**src/rtl/fcd_pkg.sv**
```systemverilog
package fcd_pkg;

  typedef enum logic [1:0] {
    RD_ARRAY  = 2'd0,
    RD_IDENT  = 2'd1,
    RD_STATUS = 2'd2
  } rd_sel_t;

  typedef enum logic [1:0] {
    SQ_IDLE  = 2'd0,
    SQ_PROG  = 2'd1,
    SQ_ERASE = 2'd2
  } seq_t;

  // command codes are fixed by the bus protocol
  localparam logic [7:0] C_READ    = 8'hFF;
  localparam logic [7:0] C_IDENT   = 8'h90;
  localparam logic [7:0] C_STAT    = 8'h70;
  localparam logic [7:0] C_CLR     = 8'h50;
  localparam logic [7:0] C_PROG_A  = 8'h40;
  localparam logic [7:0] C_PROG_B  = 8'h10;
  localparam logic [7:0] C_ERASE   = 8'h20;
  localparam logic [7:0] C_SUSP    = 8'hB0;
  localparam logic [7:0] C_CONFIRM = 8'hD0;

  localparam int NUM_STICKY = 3;  // bits 3..5 of the status byte

endpackage

```
**src/rtl/fcd_seq.sv**
```systemverilog
module fcd_seq
  import fcd_pkg::*;
#(
  parameter int ADDR_W = 19,
  parameter int BLK_W  = 3
) (
  input  logic              clk,
  input  logic              rst,
  input  logic              wr_en,
  input  logic [ADDR_W-1:0] addr,
  input  logic [7:0]        wdata,
  input  logic              erase_done,
  output rd_sel_t           rd_sel,
  output logic              ident_restart,
  output logic              clr_evt,
  output logic              seqerr_evt,
  output logic              suspended,
  output logic              prog_req,
  output logic [ADDR_W-1:0] prog_addr,
  output logic [7:0]        prog_data,
  output logic              erase_req,
  output logic [BLK_W-1:0]  erase_blk,
  output logic              susp_req,
  output logic              resume_req
);

  localparam int BLK_LSB = ADDR_W - BLK_W;

  seq_t    state, state_nx;
  rd_sel_t sel_nx;
  logic    erasing, erasing_nx, susp_nx;
  logic    prog_go, erase_go, susp_go, resume_go;

  always_comb begin
    state_nx      = state;
    sel_nx        = rd_sel;
    erasing_nx    = erasing;
    susp_nx       = suspended;
    prog_go       = 1'b0;
    erase_go      = 1'b0;
    susp_go       = 1'b0;
    resume_go     = 1'b0;
    ident_restart = 1'b0;
    clr_evt       = 1'b0;
    seqerr_evt    = 1'b0;
    if (wr_en) begin
      case (state)
        SQ_PROG: begin  // any byte is data
          prog_go  = 1'b1;
          sel_nx   = RD_STATUS;
          state_nx = SQ_IDLE;
        end
        SQ_ERASE: begin
          state_nx = SQ_IDLE;
          if (wdata == C_CONFIRM) begin
            erase_go   = 1'b1;
            erasing_nx = 1'b1;
            sel_nx     = RD_STATUS;
          end else if (wdata == C_READ) begin  // cancel quietly
            sel_nx = RD_ARRAY;
          end else begin
            seqerr_evt = 1'b1;
            sel_nx     = RD_STATUS;
          end
        end
        default: begin
          case (wdata)
            C_READ:  sel_nx = RD_ARRAY;
            C_IDENT: begin
              sel_nx        = RD_IDENT;
              ident_restart = 1'b1;
            end
            C_STAT:  sel_nx = RD_STATUS;
            C_CLR:   clr_evt = 1'b1;
            C_PROG_A, C_PROG_B: state_nx = SQ_PROG;
            C_ERASE: state_nx = SQ_ERASE;
            C_SUSP: begin
              if (erasing && !suspended) begin
                susp_go = 1'b1;
                susp_nx = 1'b1;
                sel_nx  = RD_STATUS;
              end
            end
            C_CONFIRM: begin
              if (suspended) begin
                resume_go = 1'b1;
                susp_nx   = 1'b0;
              end
            end
            default: ;
          endcase
        end
      endcase
    end
    if (erase_done) begin
      erasing_nx = 1'b0;
      susp_nx    = 1'b0;
    end
  end

  always_ff @(posedge clk) begin
    if (rst) begin
      state      <= SQ_IDLE;
      rd_sel     <= RD_ARRAY;
      erasing    <= 1'b0;
      suspended  <= 1'b0;
      prog_req   <= 1'b0;
      erase_req  <= 1'b0;
      susp_req   <= 1'b0;
      resume_req <= 1'b0;
      prog_addr  <= '0;
      prog_data  <= '0;
      erase_blk  <= '0;
    end else begin
      state      <= state_nx;
      rd_sel     <= sel_nx;
      erasing    <= erasing_nx;
      suspended  <= susp_nx;
      prog_req   <= prog_go;
      erase_req  <= erase_go;
      susp_req   <= susp_go;
      resume_req <= resume_go;
      if (prog_go) begin
        prog_addr <= addr;
        prog_data <= wdata;
      end
      if (erase_go) erase_blk <= addr[ADDR_W-1:BLK_LSB];
    end
  end

endmodule

```
**src/rtl/fcd_status.sv**
```systemverilog
module fcd_status
  import fcd_pkg::*;
(
  input  logic       clk,
  input  logic       rst,
  input  logic       clr_evt,
  input  logic       seqerr_evt,
  input  logic       prog_fail,
  input  logic       erase_fail,
  input  logic       suspended,
  input  logic       wsm_busy,
  output logic [7:0] status
);

  logic [NUM_STICKY-1:0] set_v;
  logic [NUM_STICKY-1:0] sticky;

  // order gives bit 3 = sequence, bit 4 = program, bit 5 = erase
  assign set_v = {erase_fail, prog_fail, seqerr_evt};

  always_ff @(posedge clk) begin
    if (rst) begin
      sticky <= '0;
    end else begin
      for (int i = 0; i < NUM_STICKY; i++) begin
        if (set_v[i])     sticky[i] <= 1'b1;  // a new event wins
        else if (clr_evt) sticky[i] <= 1'b0;
      end
    end
  end

  assign status = {~wsm_busy, suspended, sticky, 3'b000};

endmodule

```
**src/rtl/fcd_readmux.sv**
```systemverilog
module fcd_readmux
  import fcd_pkg::*;
#(
  parameter logic [7:0] MFR_ID = 8'h5A,
  parameter logic [7:0] DEV_ID = 8'hC3
) (
  input  logic       clk,
  input  logic       rst,
  input  logic       rd_en,
  input  rd_sel_t    rd_sel,
  input  logic       ident_restart,
  input  logic [7:0] array_data,
  input  logic [7:0] status,
  output logic [7:0] rdata
);

  logic id_second;

  always_ff @(posedge clk) begin
    if (rst) begin
      rdata     <= '0;
      id_second <= 1'b0;
    end else begin
      if (ident_restart)                     id_second <= 1'b0;
      else if (rd_en && rd_sel == RD_IDENT)  id_second <= ~id_second;
      if (rd_en) begin
        case (rd_sel)
          RD_ARRAY: rdata <= array_data;
          RD_IDENT: rdata <= id_second ? DEV_ID : MFR_ID;
          default:  rdata <= status;
        endcase
      end
    end
  end

endmodule

```
**src/rtl/flash_cmd_decoder.sv**
```systemverilog
module flash_cmd_decoder
  import fcd_pkg::*;
#(
  parameter int         ADDR_W = 19,
  parameter int         BLK_W  = 3,
  parameter logic [7:0] MFR_ID = 8'h5A,
  parameter logic [7:0] DEV_ID = 8'hC3
) (
  input  logic              clk,
  input  logic              rst,
  input  logic              wr_en,
  input  logic [ADDR_W-1:0] addr,
  input  logic [7:0]        wdata,
  input  logic              rd_en,
  input  logic [7:0]        array_data,
  output logic [7:0]        rdata,
  input  logic              wsm_busy,
  input  logic              erase_done,
  input  logic              prog_fail,
  input  logic              erase_fail,
  output logic              prog_req,
  output logic [ADDR_W-1:0] prog_addr,
  output logic [7:0]        prog_data,
  output logic              erase_req,
  output logic [BLK_W-1:0]  erase_blk,
  output logic              susp_req,
  output logic              resume_req
);

  rd_sel_t    rd_sel;
  logic       ident_restart, clr_evt, seqerr_evt, suspended;
  logic [7:0] status;

  fcd_seq #(.ADDR_W(ADDR_W), .BLK_W(BLK_W)) u_seq (
    .clk(clk), .rst(rst), .wr_en(wr_en), .addr(addr), .wdata(wdata),
    .erase_done(erase_done), .rd_sel(rd_sel), .ident_restart(ident_restart),
    .clr_evt(clr_evt), .seqerr_evt(seqerr_evt), .suspended(suspended),
    .prog_req(prog_req), .prog_addr(prog_addr), .prog_data(prog_data),
    .erase_req(erase_req), .erase_blk(erase_blk), .susp_req(susp_req),
    .resume_req(resume_req)
  );

  fcd_status u_status (
    .clk(clk), .rst(rst), .clr_evt(clr_evt), .seqerr_evt(seqerr_evt),
    .prog_fail(prog_fail), .erase_fail(erase_fail), .suspended(suspended),
    .wsm_busy(wsm_busy), .status(status)
  );

  fcd_readmux #(.MFR_ID(MFR_ID), .DEV_ID(DEV_ID)) u_rd (
    .clk(clk), .rst(rst), .rd_en(rd_en), .rd_sel(rd_sel),
    .ident_restart(ident_restart), .array_data(array_data),
    .status(status), .rdata(rdata)
  );

endmodule

```
**config.mk**
```make
export PLATFORM = sky130hd
export DESIGN_NAME = flash_cmd_decoder
export DESIGN_NICKNAME = d
export VERILOG_FILES = /design/src/rtl/fcd_pkg.sv /design/src/rtl/fcd_seq.sv /design/src/rtl/fcd_status.sv /design/src/rtl/fcd_readmux.sv /design/src/rtl/flash_cmd_decoder.sv
export SDC_FILE = /design/constraint.sdc
export NUM_CORES = 1
export LEC_CHECK = 0
export BUFFER_PORTS_ARGS = -buffer_cell sky130_fd_sc_hd__buf_4
export CELL_PAD_IN_SITES_DETAIL_PLACEMENT = 2
export CELL_PAD_IN_SITES_GLOBAL_PLACEMENT = 2
export CORE_MARGIN = 2
export CORE_UTILIZATION = 30
export CTS_BUF_LIST = sky130_fd_sc_hd__clkbuf_8
export CTS_CLUSTER_DIAMETER = 80
export DETAILED_ROUTE_END_ITERATION = 12
export MAX_ROUTING_LAYER = met4
export PLACE_DENSITY_LB_ADDON = 0.1
export SLEW_MARGIN = 20
export SYNTH_ARGS = -nofsm -noshare
export SYNTH_HDL_FRONTEND = slang
export SYNTH_SLANG_ARGS = --single-unit
```
**constraint.sdc**
```tcl
create_clock -name clk -period 2.5 [get_ports clk]
set_clock_uncertainty 0.05 [all_clocks]
set_input_delay 0.25 -clock clk [delete_from_list [all_inputs] [get_ports clk]]
set_output_delay 0.25 -clock clk [all_outputs]
set_load 0.01 [all_outputs]
```
-- Word level (Yosys, flattened, before mapping)
Index checks and enable logic that the tools add are counted.
- input bits: 43
- ROM bits: 0
- bits in latches: 0
- flip-flop bits (word level): 52
- memories kept: 0
- memory bits (writable): 0
- shift operators: 0
- reductions and logical operators: 20
- $mul: 0
- bitwise gates (word level): 6
- mux-type cells: 32
- order comparisons: 0
- eq/ne operators: 14
- add/sub/neg operators: 0
- divide/modulo/power cells: 0
- operators by type and width (cell ; count):
    equality test 8 bit, second input constant ; 4
    equality test 8 x 7 -> 1 bit, second input constant ; 3
    2-to-1 mux 1 bit ; 22
    case mux 8 bit (2 select lines) ; 1
    OR reduction 5 bit ; 2
    equality test 8 x 5 -> 1 bit, second input constant ; 1
    equality test 8 x 6 -> 1 bit, second input constant ; 1
    2-to-1 mux 2 bit ; 4
    2-to-1 mux 8 bit ; 1
    case mux 2 bit (2 select lines) ; 2
    case mux 2 bit (4 select lines) ; 1
    nonzero test 2 bit ; 4
    OR reduction 2 bit ; 4
    inverter 1 bit ; 6
    AND reduction 3 bit ; 2
    nonzero test 6 bit ; 1
    equality test 2 x 1 -> 1 bit, second input constant ; 2
    inequality test 4 x 1 -> 1 bit, second input constant ; 1
    AND reduction 4 bit ; 1
    nonzero test 3 bit ; 1
    equality test 2 bit, second input constant ; 1
    logical AND 1 bit ; 2
    zero test 2 bit ; 1
    inequality test 2 x 1 -> 1 bit, second input constant ; 1
    3 further kinds ; 3

-- Depth between registers and ports, before layout
Gate-level depths: netlist of run 1.
- word-level depth: 6
- mapped depth: 7

-- Hierarchy
Synthesis of run 1 repeated with hierarchy kept, for this count alone.
- cell total of the unflattened synthesis: 265
- area, all modules: 2225.9 um2
- modules (own cells, without submodules) (module ; seq. area each (um2) ; area an instance (um2) ; instances ; cells each):
    fcd_seq ; 800.8 ; 1620.3 ; 1 ; 199
    fcd_readmux ; 180.2 ; 462.9 ; 1 ; 48
    fcd_status ; 60.1 ; 142.6 ; 1 ; 18

-- Worst setup path before layout of run 1
Ideal clock, no wire load.
- path type: reg-to-reg
- from: reg u_seq.state[0]
- to: reg u_seq.rd_sel[1]
- cell stages (with the launch flop): 8
- buffers on the path: 0
- data required time: 2.319 ns
- period minus slack after synthesis: 1.495 ns
- library setup time: 0.131 ns
- path slack: 1.005 ns
- arrival: 1.314 ns
- path through: dfxtp_1 > inv_1 > ha_1 > nor2_1 > o2111ai_1 > o221ai_2 > a221o_1 > a21oi_2
- longest elaborated chain between the ends: 3
- elaborated cells on any way between the ends: 6
- classes of those cells: eq/ne (3); mux (1); reduce/logical (2)
- ends and longest elaborated chain (item ; line ; source):
    start, declared ; fcd_seq.sv:29 ; seq_t state, state_nx;
    start signal, assigned ; fcd_seq.sv:115 ; state <= state_nx;
    equality test 2 x 1 -> 1 bit / equality test 2 bit (equally long branches) ; fcd_seq.sv:47 ; case (state)
    inequality test 4 x 1 -> 1 bit (no source line) / nonzero test 6 bit (equally long branches) ; n/a ;
    AND reduction 3 bit (no source line) ; n/a ;
    end signal, assigned ; fcd_seq.sv:116 ; rd_sel <= sel_nx;
    end, declared ; fcd_seq.sv:13 ; output rd_sel_t rd_sel,
Parallel ways exist; a longest one is shown, timed or not.
A chain may end at the register's enable or synchronous reset.

-- Worst setup path after layout of run 1
Same ends and word-level chain as after synthesis.

==> out/qor.csv, run 1 <==
metric,value,unit
leak pwr,1.218,nW
post-cts hold buffer count,0,
outcome,finished clean,
Final ANT Viol Nets,0,
min cycle time layout,1.789,ns
Final period util,71.58,%
Post-CTS Setup Inserts,0,
net count reported at finish,385,
vias in the first global route,2069,
Slew HR,62.43,%
top-area cell type share of the netlist area,47.71,%
final WL,6.512,mm
Pwr per Cell Area,517.6,nW/um^2
Die Y,89.29,um
hold slack,0.08079,ns
CP Class,reg2reg,
grt ovf,0,
Worst setup SP type,flop,
syn nets,312,
Slew @ Worst Pin,0.5636,ns
setup tns final,0,ns
sequential fraction of the synthesis area,47.71,%
CP Capture Type,flop,
RSZ-0062 raised after global routing,no,
f_max,558.8,MHz
Tightest Hold Check Type,in2reg,
maximum VDD drop,0.3327,mV
ys flop type,dfxtp_1,
CTS-repair resized insts,0,
All-Layer GR Usage,17.10,%
num rows,31,
Mean Syn Cell Area,8.173,um^2
Netlist cell types,40,
"top cells by area, synth","dfxtp_1, nand2_1, a21oi_1",
#FFs+latches synth,52,
max_cap viols,0,
DP HPWL,4.682,mm
DRC viols,0,
Power Total,1.536,mW
Crit path required time,2.61,ns
final setup violation count,0,
Final Max Slew Viols,0,
Yosys top cell by area,dfxtp_1,
CTS buffer count,5,
Max clock buf depth,2,
Die Area,7972,um^2
layout cells sized above 1,29.79,%
pin count of the biggest net entering global routing,53,
H-tree Lvls,2,
DR vias,2088,
diode count,0,
final hold violations,0,
commonest cells in the synthesized netlist,"nand2_1, dfxtp_1, a21oi_1",
DRT iter0 DRCs,72,
initial antenna violation count,0,
clk_lat worst skew,0.30,ns
CORE AREA,7137,um^2
most numerous cell in the Yosys netlist,nand2_1,
Initial Util,30.58,%
I/O pin cnt,85,
Clock transition at path regs,0.09,ns
I/O Buffers,84,
first-pass GRT wire length,10.22,mm
CTS Root Cell,clkbuf_8,
clk sink count,52,
pre-CTS setup slack,0.6782,ns
final worst slack,0.7105,ns
Synth Cell Area,2182,um^2
Util after Layout,41.58,%
Area Overhead vs Synth,36.01,%
Die X,89.29,um
Fill cells,851,
Vias/cell,4.767,
yosys warns,0,
asr flop ratio synth,0,%
DR pass1 iterations,4,
"Arr. time, crit path",1.90,ns
gpl congestion,0.8250,
WL/cell,14.87,um
CTS tree,yes,
number of synthesized flops with an enable pin,0,
number of cells produced by synthesis,267,
CP max FO,7,
## cell type report
class | count | area (um^2) | share of cell area, %
repair buffers | 86 | 645.6 | 21.75
clock buffers | 5 | 68.82 | 2.319
inverters | 6 | 22.52 | 0.7589
well taps | 99 | 123.9 | 4.174
flip-flops and latches | 52 | 1041 | 35.08
clock inverters | 1 | 30.03 | 1.012
multi-input cells | 189 | 1036 | 34.91
## metal layers
| metal | share of wire [%] | up-vias | global-route usage, % |
|---|---|---|---|
| met1 | 47 | 996 | 22.80 |
| met3 | 4.2 | 6 | 3.416 |
| li1 | - | 1043 | - |
| met4 | 0.95 | 0 | 4.071 |
| met5 | 0 | - | - |
| met2 | 48 | 43 | 26.73 |
## sequential cells by signal, summed over array words and instances, names as in the netlist
register / count
u_seq.prog_addr: 19
u_rd.rdata: 8
u_seq.prog_data: 8
u_seq.erase_blk: 3
u_status.sticky: 3
u_seq.rd_sel: 2
u_seq.state: 2
u_rd.id_second: 1
u_seq.erase_req: 1
u_seq.erasing: 1
u_seq.prog_req: 1
u_seq.resume_req: 1
u_seq.susp_req: 1
u_seq.suspended: 1
## layout by cell type (no fill, tap or decap), drive strengths merged, types with 2 or more instances in the layout
cell    instances
a211oi          3
a21oi          38
a22oi           3
a31oi           2
and2            2
and3            3
and3b           2
buf            86
clkbuf          5
dfxtp          52
ha              2
inv             6
mux2i           7
nand2          67
nand3           5
nand4           4
nor2           22
nor2b           3
nor3b           3
nor4            2
o21ai           6
xnor2           2
## worst paths after layout
kind	start	end	slack, ns	cells after the start
worst min register to register	u_seq.prog_addr[0]$_SDFFE_PP0P_	u_seq.prog_addr[0]$_SDFFE_PP0P_	0.41	2
worst min-delay path	erase_done	u_seq.erasing$_SDFFE_PP0P_	0.08	2
worst max register to register	u_seq.state[0]$_SDFFE_PP0P_	u_seq.rd_sel[1]$_SDFFE_PP0P_	0.71	7
worst max-delay path	u_seq.state[0]$_SDFFE_PP0P_	u_seq.rd_sel[1]$_SDFFE_PP0P_	0.71	7
## through the flow
step                instances  area, um^2
floorplan                 267        2182
CTS                       438        2968
global route              438        2968
global placement          432        2869
detailed placement        432        2869
finish                    438        2968
## power breakdown
part | internal, mW | switching, mW
logic | 0.0725 | 0.0676
clock network | 0.288 | 0.264
registers | 0.839 | 0.00567
total | 1.20 | 0.337
## critical path, stage by stage, from the launching register on
cell and delay, ns:
dfxtp_1 0.34, inv_1 0.07, ha_1 0.31, nor2_1 0.25, o21ai_0 0.18, o221ai_2 0.24, a221o_1 0.16, a21oi_2 0.05
## logic make-up (layout without fill, tap and decap cells)
group           Yosys count  in the layout  synth area share [%]
simple gates            118            118                 24.94
compound gates           59             59                 16.97
flops                    52             52                 47.71
buf+inv                  26             98                 4.816
mux                       7              7                 3.211
xor+xnor                  3              3                 1.204
fa+ha+maj                 2              2                 1.147
Note: power is estimated with default switching activity, not from simulation.
==> inputs of run 2 (changes only) <==
- CORE_UTILIZATION: 30 -> 27
- clock period: 2.5 -> 1.8 ns (I/O delays scaled with it)
==> run 2 against run 1 <==
Compared with the run above: final area is 2.2% higher; register-to-register slack worse by 0.48 ns; combinational power grew 44%; cell count is 2.3% higher; core utilization fell by 2.6 points; sequential power is 39% higher; maximum frequency up 14%; routed wire length grew 5.2%.
==> out/qor.csv, run 2 (synthesis gave the netlist of run 1 again) <==
metric,value,unit
outcome,finished clean,
min cycle time layout,1.568,ns
buffers plus inverters on the worst setup path,1,
CP Class,reg2reg,
DRT iter0 DRCs,46,
Largest regs,"u_seq.prog_addr: 19 flops, u_rd.rdata: 8 flops, u_seq.prog_data: 8 flops",
Final ANT Viol Nets,0,
Final period util,87.13,%
maximum VDD drop,0.2366,mV
diode count,0,
clk sink count,52,
I/O Buffers,84,
CTS tree,yes,
Die X,93.90,um
final worst slack,0.2317,ns
top cell family by delay on the critical path,compound AO/OA/AOI/OAI gates,
first-pass GRT wire length,11.19,mm
DR pass1 iterations,4,
I/O pin cnt,85,
RSZ-0062 raised after global routing,no,
CP cell instances,"inv_1, ha_1, nor2_1, o2111ai_1, o221ai_2, a221o_1, a21oi_2",
net count reported at finish,390,
gpl congestion,0.8022,
DP HPWL,5.009,mm
final hold violations,0,
pre-CTS setup slack,0.1654,ns
Crit path required time,1.93,ns
leak pwr,1.251,nW
Tightest Hold Check Type,in2reg,
H-tree Lvls,2,
Slew @ Worst Pin,0.5048,ns
clk_lat worst skew,0.30,ns
pin count of the biggest net entering global routing,43,
Area Overhead vs Synth,38.93,%
"Arr. time, crit path",1.70,ns
DR vias,2150,
f_max,637.6,MHz
CORE AREA,7767,um^2
All-Layer GR Usage,16.46,%
initial antenna violation count,0,
largest reg by FF count,u_seq.prog_addr,
max reg flops,19,
grt ovf,0,
Die Area,8817,um^2
layout cells sized above 1,30.64,%
Vias/cell,4.799,
setup tns final,0,ns
final instance area,3032,um^2
CTS Root Cell,clkbuf_8,
Clock transition at path regs,0.10,ns
vias in the first global route,2311,
most frequent cells in the layout,"buf_4, nand2_1, dfxtp_1, a21oi_1, nor2_1",
Placed Area,2928,um^2
CP max-delay cell,dfxtp_1,
Die Y,93.90,um
CP max FO,3,
Max clock buf depth,2,
Final Max Slew Viols,0,
# placed instances,439,
max_cap viols,0,
Worst setup SP type,flop,
num rows,32,
WL/cell,15.29,um
DRC viols,0,
fin cells,448,
final WL,6.851,mm
"commonest non-fill, non-tap cell in the layout",buf_4,
Initial Util,28.09,%
CTS buffer count,5,
final setup violation count,0,
largest stage delay on the critical path,0.35,ns
Pwr per Cell Area,686.8,nW/um^2
Util after Layout,39.03,%
Slew HR,66.30,%
CP Capture Type,flop,
run 2: changes by cell type in the layout (fill, tap and decap cells not counted), sizes merged:
cell | previous run | this run
buf | 86 | 90
bufinv | 1 | 0
clkbuf | 5 | 6
clkinvlp | 0 | 1
dlygate4sd3 | 0 | 1
inv | 6 | 7
run 2: final timing paths:
check | from | to | slack [ns] | cells after the start
worst max-delay path | u_seq.state[0]$_SDFFE_PP0P_ | u_seq.rd_sel[1]$_SDFFE_PP0P_ | 0.23 | 7
worst min-delay path | erase_fail | u_status.sticky[2]$_SDFFE_PP0P_ | 0.03 | 3
worst max register to register | u_seq.state[0]$_SDFFE_PP0P_ | u_seq.rd_sel[1]$_SDFFE_PP0P_ | 0.23 | 7
worst min register to register | u_seq.prog_addr[14]$_SDFFE_PP0P_ | u_seq.prog_addr[14]$_SDFFE_PP0P_ | 0.41 | 2
run 2: repair_timing:
item | CTS | global route
endpoints found under the hold margin | 2 | 0
hold buffers | 1 | 0
buffers inserted | 0 | 0
resized for setup | 0 | 0
run 2: tightest hold or removal path, delay by kind of cell:
| kind | cells | cell delay, ns |
|---|---|---|
| buf+inv | 1 | 0.08 |
| simple gates | 1 | 0.07 |
| compound gates | 1 | 0.03 |
run 2: stage by stage:
stage	hold slack (ns)	total power, mW
floorplan	0.1946	1.283
global placement	0.3122	1.399
detailed placement	0.3168	1.405
CTS	0.03064	2.123
global route	0.04359	2.191
finish	0.03416	2.082
run 2: power breakdown:
group | switching, mW | internal (mW) | total [mW]
combinational | 0.0970 | 0.105 | 0.202
clock | 0.399 | 0.308 | 0.707
sequential | 0.00837 | 1.17 | 1.17
total | 0.504 | 1.58 | 2.08
run 2: cell type report:
class	instances	area, um^2
multi-input cells	189	1036
repair buffers	91	710.7
clock inverters	2	11.26
clock buffers	6	82.58
well taps	102	127.6
fillers	916	4736
inverters	6	22.52
flip-flops and latches	52	1041
run 2: metal layers:
layer	part of all wire [%]	global-route usage (%)	up-vias
met4	0.83	4.348	0
met3	3.9	2.889	4
met5	0	-	-
met2	48	27.08	46
li1	-	-	1061
met1	48	20.95	1039
==> inputs of run 3 (changes only) <==
- MAX_ROUTING_LAYER: met4 -> not set
==> run 3 against run 2 <==
Compared with the run above: global-route usage decreased by 0.43 points; critical path depth unchanged; via count increased by 0.33%; non-clock buffer count unchanged; setup slack worse by 0.0028 ns; largest power group unchanged.
==> out/qor.csv, run 3 (synthesis gave the netlist of run 1 again) <==
metric,value,unit
RSZ-0062 raised after global routing,no,
Pwr per Cell Area,690.3,nW/um^2
num rows,32,
Worst setup SP type,flop,
max reg flops,19,
sequential share of power,56.1,%
Slew @ Worst Pin,0.5057,ns
Final ANT Viol Nets,0,
most frequent cells in the layout,"buf_4, nand2_1, dfxtp_1, a21oi_1, nor2_1",
All-Layer GR Usage,16.03,%
Max clock buf depth,2,
I/O pin cnt,85,
Final period util,87.28,%
first-pass GRT wire length,11.16,mm
CORE AREA,7767,um^2
pin count of the biggest net entering global routing,43,
Area Overhead vs Synth,38.93,%
Tightest Hold Check Type,in2reg,
Vias/cell,4.815,
largest reg by FF count,u_seq.prog_addr,
DRT iter0 DRCs,49,
Placed Area,2928,um^2
Crit path required time,1.93,ns
final WL,6.880,mm
Die Y,93.90,um
CTS buffer count,5,
clock share of power,34.3,%
hold slack,0.03084,ns
CP max FO,3,
switching pwr,0.5143,mW
Gate power share,9.6,%
final instance area,3032,um^2
"commonest non-fill, non-tap cell in the layout",buf_4,
H-tree Lvls,2,
layout cells sized above 1,30.64,%
leak pwr,1.251,nW
CTS tree,yes,
Power Total,2.093,mW
CTS-repair resized insts,0,
DR vias,2157,
max_cap viols,0,
diode count,0,
I/O Buffers,84,
outcome,finished clean,
WL/cell,15.36,um
min cycle time layout,1.571,ns
Largest regs,"u_seq.prog_addr: 19 flops, u_rd.rdata: 8 flops, u_seq.prog_data: 8 flops",
"Arr. time, crit path",1.71,ns
Initial Util,28.09,%
DP HPWL,5.009,mm
vias in the first global route,2312,
R2R cell count,7,
initial antenna violation count,0,
Slew HR,66.24,%
clk sink count,52,
DR pass1 iterations,4,
switching portion of total power,24.58,%
Final Max Slew Viols,0,
setup tns final,0,ns
Die Area,8817,um^2
Die X,93.90,um
grt ovf,0,
Clock transition at path regs,0.10,ns
f_max,636.5,MHz
clk_lat worst skew,0.31,ns
Hold Crit Depth,3,
Util after Layout,39.03,%
CTS Root Cell,clkbuf_8,
maximum VDD drop,0.2393,mV
final hold violations,0,
P_int,1.578,mW
DRC viols,0,
final setup violation count,0,
net count reported at finish,390,
CP Capture Type,flop,
gpl congestion,0.7910,
CP Class,reg2reg,
## run 3: worst paths after layout
path,end,start,slack (ns)
setup reg to reg,u_seq.rd_sel[1]$_SDFFE_PP0P_,u_seq.state[0]$_SDFFE_PP0P_,0.23
hold reg to reg,u_seq.prog_data[5]$_SDFFE_PP0P_,u_seq.prog_data[5]$_SDFFE_PP0P_,0.41
setup / recovery,u_seq.rd_sel[1]$_SDFFE_PP0P_,u_seq.state[0]$_SDFFE_PP0P_,0.23
hold / removal,u_status.sticky[2]$_SDFFE_PP0P_,erase_fail,0.03
## run 3: metal layers
metal / GRT usage (%) / up-vias / wire, um
li1: - / 1059 / -
met1: 20.85 / 1049 / 3229
met2: 27.08 / 45 / 3309
met3: 3.050 / 4 / 274
met4: 4.348 / 0 / 66
met5: 0 / - / 0
## run 3: timing repair
| item | CTS | global route |
|---|---|---|
| hold endpoints to repair | 2 | 0 |
| hold buffers | 1 | 0 |
| setup buffers | 0 | 0 |
| endpoints found under the setup margin | 0 | 0 |
## run 3: per-stage QoR
| step | setup WS (ns) | instances |
|---|---|---|
| 6_report | 0.2289 | 448 |
| 5_1_grt | 0.06126 | 448 |
| 4_1_cts | 0.2035 | 448 |
| 3_5_place_dp | 0.1654 | 439 |
| 3_3_place_gp | 0.1876 | 439 |
| 2_1_floorplan | 0.3050 | 267 |
## run 3: cell type report
type                    instances  area [um^2]
inverters                       6        22.52
multi-input cells             189         1036
well taps                     102        127.6
clock buffers                   6        82.58
flip-flops and latches         52         1041
fillers                       916         4736
repair buffers                 91        710.7
clock inverters                 2        11.26
## run 3: worst max-delay path, cell delays in order, from the launching register on
cell and delay (ns):
dfxtp_1 0.35, inv_1 0.07, ha_1 0.22, nor2_1 0.17, o2111ai_1 0.16, o221ai_2 0.23, a221o_1 0.16, a21oi_2 0.05
## run 3: power by group through the flow
stage	Combinational (mW)	Clock, mW	Sequential (mW)
final	0.202	0.717	1.17
after global routing	0.223	0.793	1.18
after CTS	0.206	0.743	1.17
after detailed placement	0.204	0	1.20
after global placement	0.199	0	1.20
after floorplan	0.0787	0	1.20
